[src/rtl/clkout_pd_pkg.sv]
`timescale 1ns/1ps
package clkout_pd_pkg;

    localparam int NUM_DIF   = 15;
    localparam int NUM_BYTES = 3;

    typedef enum logic [1:0] {
        PS_WAIT = 2'd0,
        PS_STAB = 2'd1,
        PS_RUN  = 2'd2,
        PS_DOWN = 2'd3
    } pwr_state_e;

    typedef enum logic [1:0] {
        PM_LOW  = 2'b00,
        PM_BYP  = 2'b01,
        PM_HIGH = 2'b11
    } pll_mode_e;

    typedef struct packed {
        pll_mode_e mode;
        logic      freq100;
    } strap_t;

    typedef struct packed {
        logic [1:0] byte_idx;
        logic [2:0] bit_idx;
    } en_loc_t;

    // Position of each output's enable bit inside the control bytes.
    function automatic en_loc_t en_loc(input int ch);
        en_loc_t l;
        case (ch)
            0:       l = '{2'd1, 3'd1};
            1:       l = '{2'd1, 3'd2};
            2:       l = '{2'd1, 3'd3};
            3:       l = '{2'd1, 3'd4};
            4:       l = '{2'd1, 3'd5};
            5:       l = '{2'd1, 3'd7};
            6:       l = '{2'd2, 3'd0};
            7:       l = '{2'd2, 3'd1};
            8:       l = '{2'd2, 3'd2};
            9:       l = '{2'd2, 3'd3};
            10:      l = '{2'd2, 3'd5};
            11:      l = '{2'd2, 3'd6};
            12:      l = '{2'd2, 3'd7};
            13:      l = '{2'd0, 3'd3};
            14:      l = '{2'd0, 3'd4};
            default: l = '{2'd3, 3'd0};
        endcase
        return l;
    endfunction

    // Reserved bits that always read as one.
    function automatic logic [7:0] fixed_ones(input int b);
        case (b)
            0:       return 8'h20;
            1:       return 8'h41;
            2:       return 8'h10;
            default: return 8'h00;
        endcase
    endfunction

    // Three-way strap decode; the unused code falls back to bypass.
    function automatic pll_mode_e decode_mode(input logic [1:0] code);
        case (code)
            2'b11:   return PM_HIGH;
            2'b00:   return PM_LOW;
            default: return PM_BYP;
        endcase
    endfunction

endpackage

[src/rtl/pg_sync.sv]
`timescale 1ns/1ps
module pg_sync #(
    parameter int STAGES = 2
) (
    input  logic clk,
    input  logic rst,
    input  logic din,
    output logic dout
);
    logic [STAGES-1:0] shift_q;

    always_ff @(posedge clk) begin
        if (rst) shift_q <= '0;
        else     shift_q <= {shift_q[STAGES-2:0], din};
    end

    assign dout = shift_q[STAGES-1];
endmodule

[src/rtl/power_seq.sv]
`timescale 1ns/1ps
module power_seq
    import clkout_pd_pkg::*;
#(
    parameter int STAB_CYC = 25000,
    parameter int WAKE_CYC = 2500
) (
    input  logic       clk,
    input  logic       rst,
    input  logic       pg_s,
    input  logic       freq_strap,
    input  logic [1:0] mode_strap,
    output strap_t     strap,
    output logic       started,
    output logic       pll_on,
    output logic       running
);
    localparam int MAXC = (STAB_CYC > WAKE_CYC) ? STAB_CYC : WAKE_CYC;
    localparam int CW   = $clog2(MAXC + 1);
    localparam logic [CW-1:0] STAB_LOAD = CW'(STAB_CYC - 1);
    localparam logic [CW-1:0] WAKE_LOAD = CW'(WAKE_CYC - 1);

    pwr_state_e    state_q;
    logic [CW-1:0] cnt_q;
    strap_t        strap_q;
    logic          started_q;

    always_ff @(posedge clk) begin
        if (rst) begin
            state_q   <= PS_WAIT;
            cnt_q     <= '0;
            strap_q   <= '{PM_LOW, 1'b0};
            started_q <= 1'b0;
        end else begin
            case (state_q)
                PS_WAIT: if (pg_s) begin
                    state_q         <= PS_STAB;
                    cnt_q           <= STAB_LOAD;
                    strap_q.mode    <= decode_mode(mode_strap);
                    strap_q.freq100 <= freq_strap;
                    started_q       <= 1'b1;
                end
                PS_STAB: begin
                    if (!pg_s)            state_q <= PS_DOWN;
                    else if (cnt_q == '0) state_q <= PS_RUN;
                    else                  cnt_q   <= cnt_q - 1'b1;
                end
                PS_RUN: if (!pg_s) state_q <= PS_DOWN;
                PS_DOWN: if (pg_s) begin
                    state_q <= PS_STAB;
                    cnt_q   <= WAKE_LOAD;
                end
                default: state_q <= PS_WAIT;
            endcase
        end
    end

    assign strap   = strap_q;
    assign started = started_q;
    assign pll_on  = (state_q == PS_STAB) || (state_q == PS_RUN);
    assign running = (state_q == PS_RUN);
endmodule

[src/rtl/cfg_bank.sv]
`timescale 1ns/1ps
module cfg_bank
    import clkout_pd_pkg::*;
(
    input  logic               clk,
    input  logic               rst,
    input  logic               cfg_we,
    input  logic [1:0]         cfg_addr,
    input  logic [7:0]         cfg_wdata,
    input  strap_t             strap,
    output logic [NUM_DIF-1:0] en_vec,
    output logic [7:0]         rd0,
    output logic [7:0]         rd1,
    output logic [7:0]         rd2
);
    localparam int RDW = 8 * NUM_BYTES;

    for (genvar i = 0; i < NUM_DIF; i++) begin : g_en
        localparam en_loc_t LOC = en_loc(i);
        logic en_q;
        always_ff @(posedge clk) begin
            if (rst)
                en_q <= 1'b1;
            else if (cfg_we && cfg_addr == LOC.byte_idx)
                en_q <= cfg_wdata[LOC.bit_idx];
        end
        assign en_vec[i] = en_q;
    end

    logic [RDW-1:0] rd_flat;

    always_comb begin
        en_loc_t loc_v;
        for (int b = 0; b < NUM_BYTES; b++)
            rd_flat[b*8 +: 8] = fixed_ones(b);
        for (int ch = 0; ch < NUM_DIF; ch++) begin
            loc_v = en_loc(ch);
            rd_flat[int'(loc_v.byte_idx) * 8 + int'(loc_v.bit_idx)] = en_vec[ch];
        end
        rd_flat[7:6] = strap.mode;
        rd_flat[0]   = strap.freq100;
    end

    assign rd0 = rd_flat[7:0];
    assign rd1 = rd_flat[15:8];
    assign rd2 = rd_flat[23:16];
endmodule

[src/rtl/out_gate.sv]
`timescale 1ns/1ps
module out_gate #(
    parameter int N = 15
) (
    input  logic         clk,
    input  logic         rst,
    input  logic         ref_lvl,
    input  logic [N-1:0] want_dif,
    input  logic         want_fb,
    output logic [N-1:0] gate_dif,
    output logic         gate_fb,
    output logic [N-1:0] out_dif,
    output logic         out_fb
);
    for (genvar i = 0; i < N; i++) begin : g_ch
        logic g_q;
        always_ff @(posedge clk) begin
            if (rst)           g_q <= 1'b0;
            else if (!ref_lvl) g_q <= want_dif[i];
        end
        assign gate_dif[i] = g_q;
        assign out_dif[i]  = g_q & ref_lvl;
    end

    logic fb_q;
    always_ff @(posedge clk) begin
        if (rst)           fb_q <= 1'b0;
        else if (!ref_lvl) fb_q <= want_fb;
    end
    assign gate_fb = fb_q;
    assign out_fb  = fb_q & ref_lvl;
endmodule

[src/rtl/clkout_pd_ctrl.sv]
`timescale 1ns/1ps
module clkout_pd_ctrl
    import clkout_pd_pkg::*;
#(
    parameter int STAB_CYC    = 25000,
    parameter int WAKE_CYC    = 2500,
    parameter int SYNC_STAGES = 2
) (
    input  logic               clk,
    input  logic               rst,
    input  logic               pg_pin,
    input  logic               freq_strap,
    input  logic [1:0]         mode_strap,
    input  logic               ref_lvl,
    input  logic               cfg_we,
    input  logic [1:0]         cfg_addr,
    input  logic [7:0]         cfg_wdata,
    output logic [7:0]         cfg_rd0,
    output logic [7:0]         cfg_rd1,
    output logic [7:0]         cfg_rd2,
    output logic               pll_on,
    output logic [NUM_DIF-1:0] dif_gate,
    output logic               fb_gate,
    output logic [NUM_DIF-1:0] dif_out,
    output logic               fb_out
);
    logic               pg_s;
    strap_t             strap_w;
    logic               started_w;
    logic               running_w;
    logic [NUM_DIF-1:0] en_w;
    logic [NUM_DIF-1:0] want_dif;

    pg_sync #(.STAGES(SYNC_STAGES)) u_sync (
        .clk (clk),
        .rst (rst),
        .din (pg_pin),
        .dout(pg_s)
    );

    power_seq #(.STAB_CYC(STAB_CYC), .WAKE_CYC(WAKE_CYC)) u_seq (
        .clk       (clk),
        .rst       (rst),
        .pg_s      (pg_s),
        .freq_strap(freq_strap),
        .mode_strap(mode_strap),
        .strap     (strap_w),
        .started   (started_w),
        .pll_on    (pll_on),
        .running   (running_w)
    );

    cfg_bank u_cfg (
        .clk      (clk),
        .rst      (rst),
        .cfg_we   (cfg_we),
        .cfg_addr (cfg_addr),
        .cfg_wdata(cfg_wdata),
        .strap    (strap_w),
        .en_vec   (en_w),
        .rd0      (cfg_rd0),
        .rd1      (cfg_rd1),
        .rd2      (cfg_rd2)
    );

    assign want_dif = en_w & {NUM_DIF{running_w}};

    out_gate #(.N(NUM_DIF)) u_gate (
        .clk     (clk),
        .rst     (rst),
        .ref_lvl (ref_lvl),
        .want_dif(want_dif),
        .want_fb (running_w),
        .gate_dif(dif_gate),
        .gate_fb (fb_gate),
        .out_dif (dif_out),
        .out_fb  (fb_out)
    );
endmodule

[config.mk]
export PLATFORM = sky130hd
export DESIGN_NAME = clkout_pd_ctrl
export DESIGN_NICKNAME = d
export VERILOG_FILES = /design/src/rtl/clkout_pd_pkg.sv /design/src/rtl/pg_sync.sv /design/src/rtl/power_seq.sv /design/src/rtl/cfg_bank.sv /design/src/rtl/out_gate.sv /design/src/rtl/clkout_pd_ctrl.sv
export SDC_FILE = /design/constraint.sdc
export NUM_CORES = 1
export LEC_CHECK = 0
export ABC_AREA = 1
export BUFFER_PORTS_ARGS = -buffer_cell sky130_fd_sc_hd__buf_2
export CORE_MARGIN = 2
export CORE_UTILIZATION = 53
export CTS_CLUSTER_DIAMETER = 80
export DETAILED_ROUTE_END_ITERATION = 8
export PLACE_DENSITY = 0.89
export REMOVE_ABC_BUFFERS = 1
export SYNTH_ARGS = -nofsm -noshare
export SYNTH_HDL_FRONTEND = slang
export SYNTH_SLANG_ARGS = --single-unit
[constraint.sdc]
create_clock -name clk -period 2.01 [get_ports clk]
set_input_delay 0.402 -clock clk [delete_from_list [all_inputs] [get_ports clk]]
set_output_delay 0.402 -clock clk [all_outputs]
set_load 0.02 [all_outputs]
==> impl_summary.log <==
[metrics] Antenna diodes: 0
[metrics] leakage power: around 0.0016 uW
[metrics] clk_lat worst skew: 310 ps
[metrics] count of mapped cells out of synthesis: slightly above 400
[metrics] Max rail drop VDD: between 0.8 and 0.9 mV
[metrics] global-route usage over all layers: between 20% and 30%
[metrics] total overflow reported by the global router: 0
[metrics] maximum level of the CTS H-tree: 2
[metrics] mux share of post-synthesis cell area: 0%
[metrics] Hold Path Origin: pg_pin
[metrics] cts hold-fix bufs: 0
[metrics] CP dominant cell by count: sky130_fd_sc_hd__nor2_1
[metrics] total area of multi-input combinational cells: 1230 sq um
[metrics] adder-cell area share of the yosys netlist: under 10%
[metrics] power density over cell area: 1290 nW/um^2
[metrics] number of nets in the finished design: around 470
[metrics] count of flip-flops with a built-in enable after synthesis: 0
[metrics] time the worst path needs with I/O delays and setup: around 1800 ps
[metrics] compound-cell area share of the yosys netlist: a little under a tenth
[metrics] root cell of the clock tree: sky130_fd_sc_hd__clkbuf_8
[metrics] footprint of the flip-flops and latches: about 1100 sq um
[metrics] floorplan core area: between 5000 and 6000 sq um
[metrics] final critical-path share of the clock period: 88.1%
[metrics] final-report max-slew violation count: 0
[metrics] vias in the first global route: approximately 2400
[metrics] endpoint with the worst hold slack: u_sync.shift_q[0]
[metrics] dominant combinational cell family by area after synthesis: simple AND/OR/NAND/NOR gates
[metrics] post-synth top area share: approximately 38%
[metrics] largest driver fanout on the critical path: 19
[metrics] simple-gate share of the synthesized area: a little under a third
[metrics] maximum clock insertion buffer count: 2
[metrics] upper clock frequency limit: 0.565 GHz
[metrics] Routed Wire Length: 6110 um
[metrics] mean cell area of the mapped netlist: ~6.8 sq um
[metrics] clk_skew: 9.52 ps
[metrics] cts bufs inserted: 5
[metrics] final hold violation count: 0
[metrics] Crit path required time: 2210 ps
[metrics] status: completed
[metrics] area added between synthesis and finish: 8.79%
[metrics] antenna violations before repair: 0
[metrics] Crit Path Class: reg -> reg
[metrics] site row count: 26
[metrics] half-perimeter wire length after placement: between 4000 and 5000 um
[metrics] io pins: 75
[metrics] number of nets still failing antenna checks after routing: 0
[metrics] number of detailed-route iterations in the first pass: 4
[metrics] slowest stage cell, crit path: sky130_fd_sc_hd__dfxtp_1
[metrics] final cell utilization of the core: between 50% and 60%
[metrics] starting density of the core: a little over half
[metrics] floorplan die height: 76.7 um
[metrics] Area contributors post-synth: sky130_fd_sc_hd__dfxtp_1 38%, sky130_fd_sc_hd__nand2_1 16%, sky130_fd_sc_hd__buf_4 9.6%
[metrics] CTS resizes: 0
[metrics] wire length per cell after detailed routing: 11.8 um
[metrics] critical path capture point type: register
[metrics] R2R Setup Slk: about 240 ps
[metrics] routed via count divided by cell count: 4.89
[metrics] count of filler cells inserted in the layout: 475
[metrics] classification of the worst-slack hold path: in -> reg
[metrics] cells along the critical path: inv_1 > ha_1 > nor2_1 > nand2_1 > o21ai_2 > nand2_8 > nor2_1 > a21oi_1
[metrics] cell with the most instances after synthesis: sky130_fd_sc_hd__nand2_1
[metrics] sequential share of the synthesized area: 37.8%
[metrics] area enclosed by the die boundary: about 6000 sq um
[metrics] Seq cells post-synth: 53
[metrics] synthesized-area fraction occupied by xor and xnor cells: 0.312%
[metrics] arrival time at the worst endpoint: roughly 2000 ps
[metrics] Netlist Area Pre-Place: between 2000 and 3000 sq um
[metrics] worst flop-to-flop path startpoint: u_seq.state_q[1]
[metrics] Async SR Flop Fraction: 0%
[metrics] quantity of I/O buffers inserted on ports: 68
[metrics] first-pass GRT wire length: between 10000 and 15000 um
[metrics] largest incremental delay on the critical path: 370 ps
[metrics] cell count of the worst reg-to-reg path: 8
[metrics] distinct cell type count of the synthesized netlist: 29
[metrics] Synth top cells by count: 119 x sky130_fd_sc_hd__nand2_1, 53 x sky130_fd_sc_hd__dfxtp_1, 53 x sky130_fd_sc_hd__inv_1
[metrics] Final setup viols: 0
[metrics] maximum number of pins on one net before global-route repair: 27
[metrics] number of warning messages in the yosys log: 0
[metrics] clock tree from TritonCTS: yes
[metrics] number of buffers added for setup after CTS: 0
[metrics] Worst R2R End: u_seq.cnt_q[14]
[metrics] Max-cap violations: 0
[metrics] kind of start point of the critical path: register
[metrics] fraction of final layout cells with drive strength greater than 1: between 20% and 30%
[metrics] DRC violation count after routing: 0
[metrics] weighted congestion reported at the end of routability-driven placement: approximately 0.89
[metrics] RSZ-0062 raised after global routing: false
[metrics] Fin Setup TNS: 0 ps
[metrics] Worst Hold Depth: 3
[metrics] x dimension of the die: around 77 um
[metrics] number of sinks driven by the clock tree: 53
[metrics] dominant synthesized flop cell: sky130_fd_sc_hd__dfxtp_1
[metrics] Synth area leader: sky130_fd_sc_hd__dfxtp_1
[metrics] clock input transition at the sequential cells of the worst setup and hold paths: roughly 100 ps
[metrics] total via count after detailed routing: around 2500
[metrics] Starting DRT DRC Count: 156
flip-flops by register name, indices dropped and copies added (netlist names):
signal,flops
u_cfg.g_en.en_q,15
u_seq.state_q,2
u_gate.g_ch.g_q,15
u_seq.cnt_q,15
u_sync.shift_q,2
u_seq.strap,3
u_gate.gate_fb,1
worst max-delay path, delay by kind of cell (launching register included):
family / cells / cell delay, ps
DFF: 1 / 370
adders and majority gates: 1 / 300
and+or+nand+nor: 4 / 640
buffers and inverters: 1 / 100
AOI/OAI and AO/OA: 2 / 260
power breakdown:
group          leakage [uW]  total [uW]  switching, uW  internal (uW)
combinational       0.00117        1930           1310            621
clock             0.0000481         621            373            248
sequential         0.000435        1380            144           1240
cells by family (layout without fill, tap and decap cells):
family | after synthesis | after routing
fa+ha+maj | 6 | 6
flops | 53 | 53
buf+inv | 100 | 135
compound gates | 47 | 47
simple gates | 202 | 202
xor+xnor | 1 | 1
other cells | 2 | 6
layout by cell type, fill, tap and decap left out, types with 6 or more instances in the layout:
master	instances
sky130_fd_sc_hd__o21ai_0	9
sky130_fd_sc_hd__dfxtp_1	53
sky130_fd_sc_hd__conb_1	6
sky130_fd_sc_hd__a21oi_1	29
sky130_fd_sc_hd__nand2_1	119
sky130_fd_sc_hd__inv_1	53
sky130_fd_sc_hd__ha_1	6
sky130_fd_sc_hd__nand3_1	31
sky130_fd_sc_hd__nor2_1	37
sky130_fd_sc_hd__nor3_1	8
sky130_fd_sc_hd__buf_2	68
layout make-up:
cell class,instances,area share (%)
multi-input cells,262,40.3
flip-flops and latches,53,34.8
repair buffers,73,12.4
inverters,54,6.64
well taps,70,2.87
clock buffers,5,2.26
clock inverters,3,0.738
per-layer routing:
layer | wire [um] | up-vias | global-route usage, %
li1 | - | 1307 | -
met1 | 2610 | 1150 | 26.8
met2 | 3030 | 79 | 37.9
met3 | 392 | 9 | 4.59
met4 | 80 | 0 | 7.27
met5 | 0 | - | 0
metrics by stage:
step | setup slack [ps] | cell area (sq um) | std cells | hold WS (ps) | total power, uW
3_3_place_gp | 345 | 2960 | 512 | 404 | 3230
5_1_grt | 55.5 | 3050 | 520 | 304 | 4240
4_1_cts | 252 | 3050 | 520 | 299 | 3920
3_5_place_dp | 256 | 2960 | 512 | 409 | 3300
2_1_floorplan | 389 | 2490 | 369 | 388 | 2820
6_report | 240 | 3050 | 520 | 293 | 3930
how the worst max path moves through the flow:
stage	from	endpoint	slack, ps	cells past startpoint
floorplan	u_seq.state_q[1]	u_seq.cnt_q[13]	390	8
global placement	u_seq.state_q[1]	u_seq.cnt_q[2]	340	8
detailed placement	u_seq.state_q[1]	u_seq.cnt_q[5]	260	8
CTS	u_seq.state_q[1]	u_seq.cnt_q[2]	250	8
global route	u_seq.state_q[1]	u_seq.cnt_q[14]	60	8
finish	u_seq.state_q[1]	u_seq.cnt_q[14]	240	8
Power figures use the tool's default switching activity.
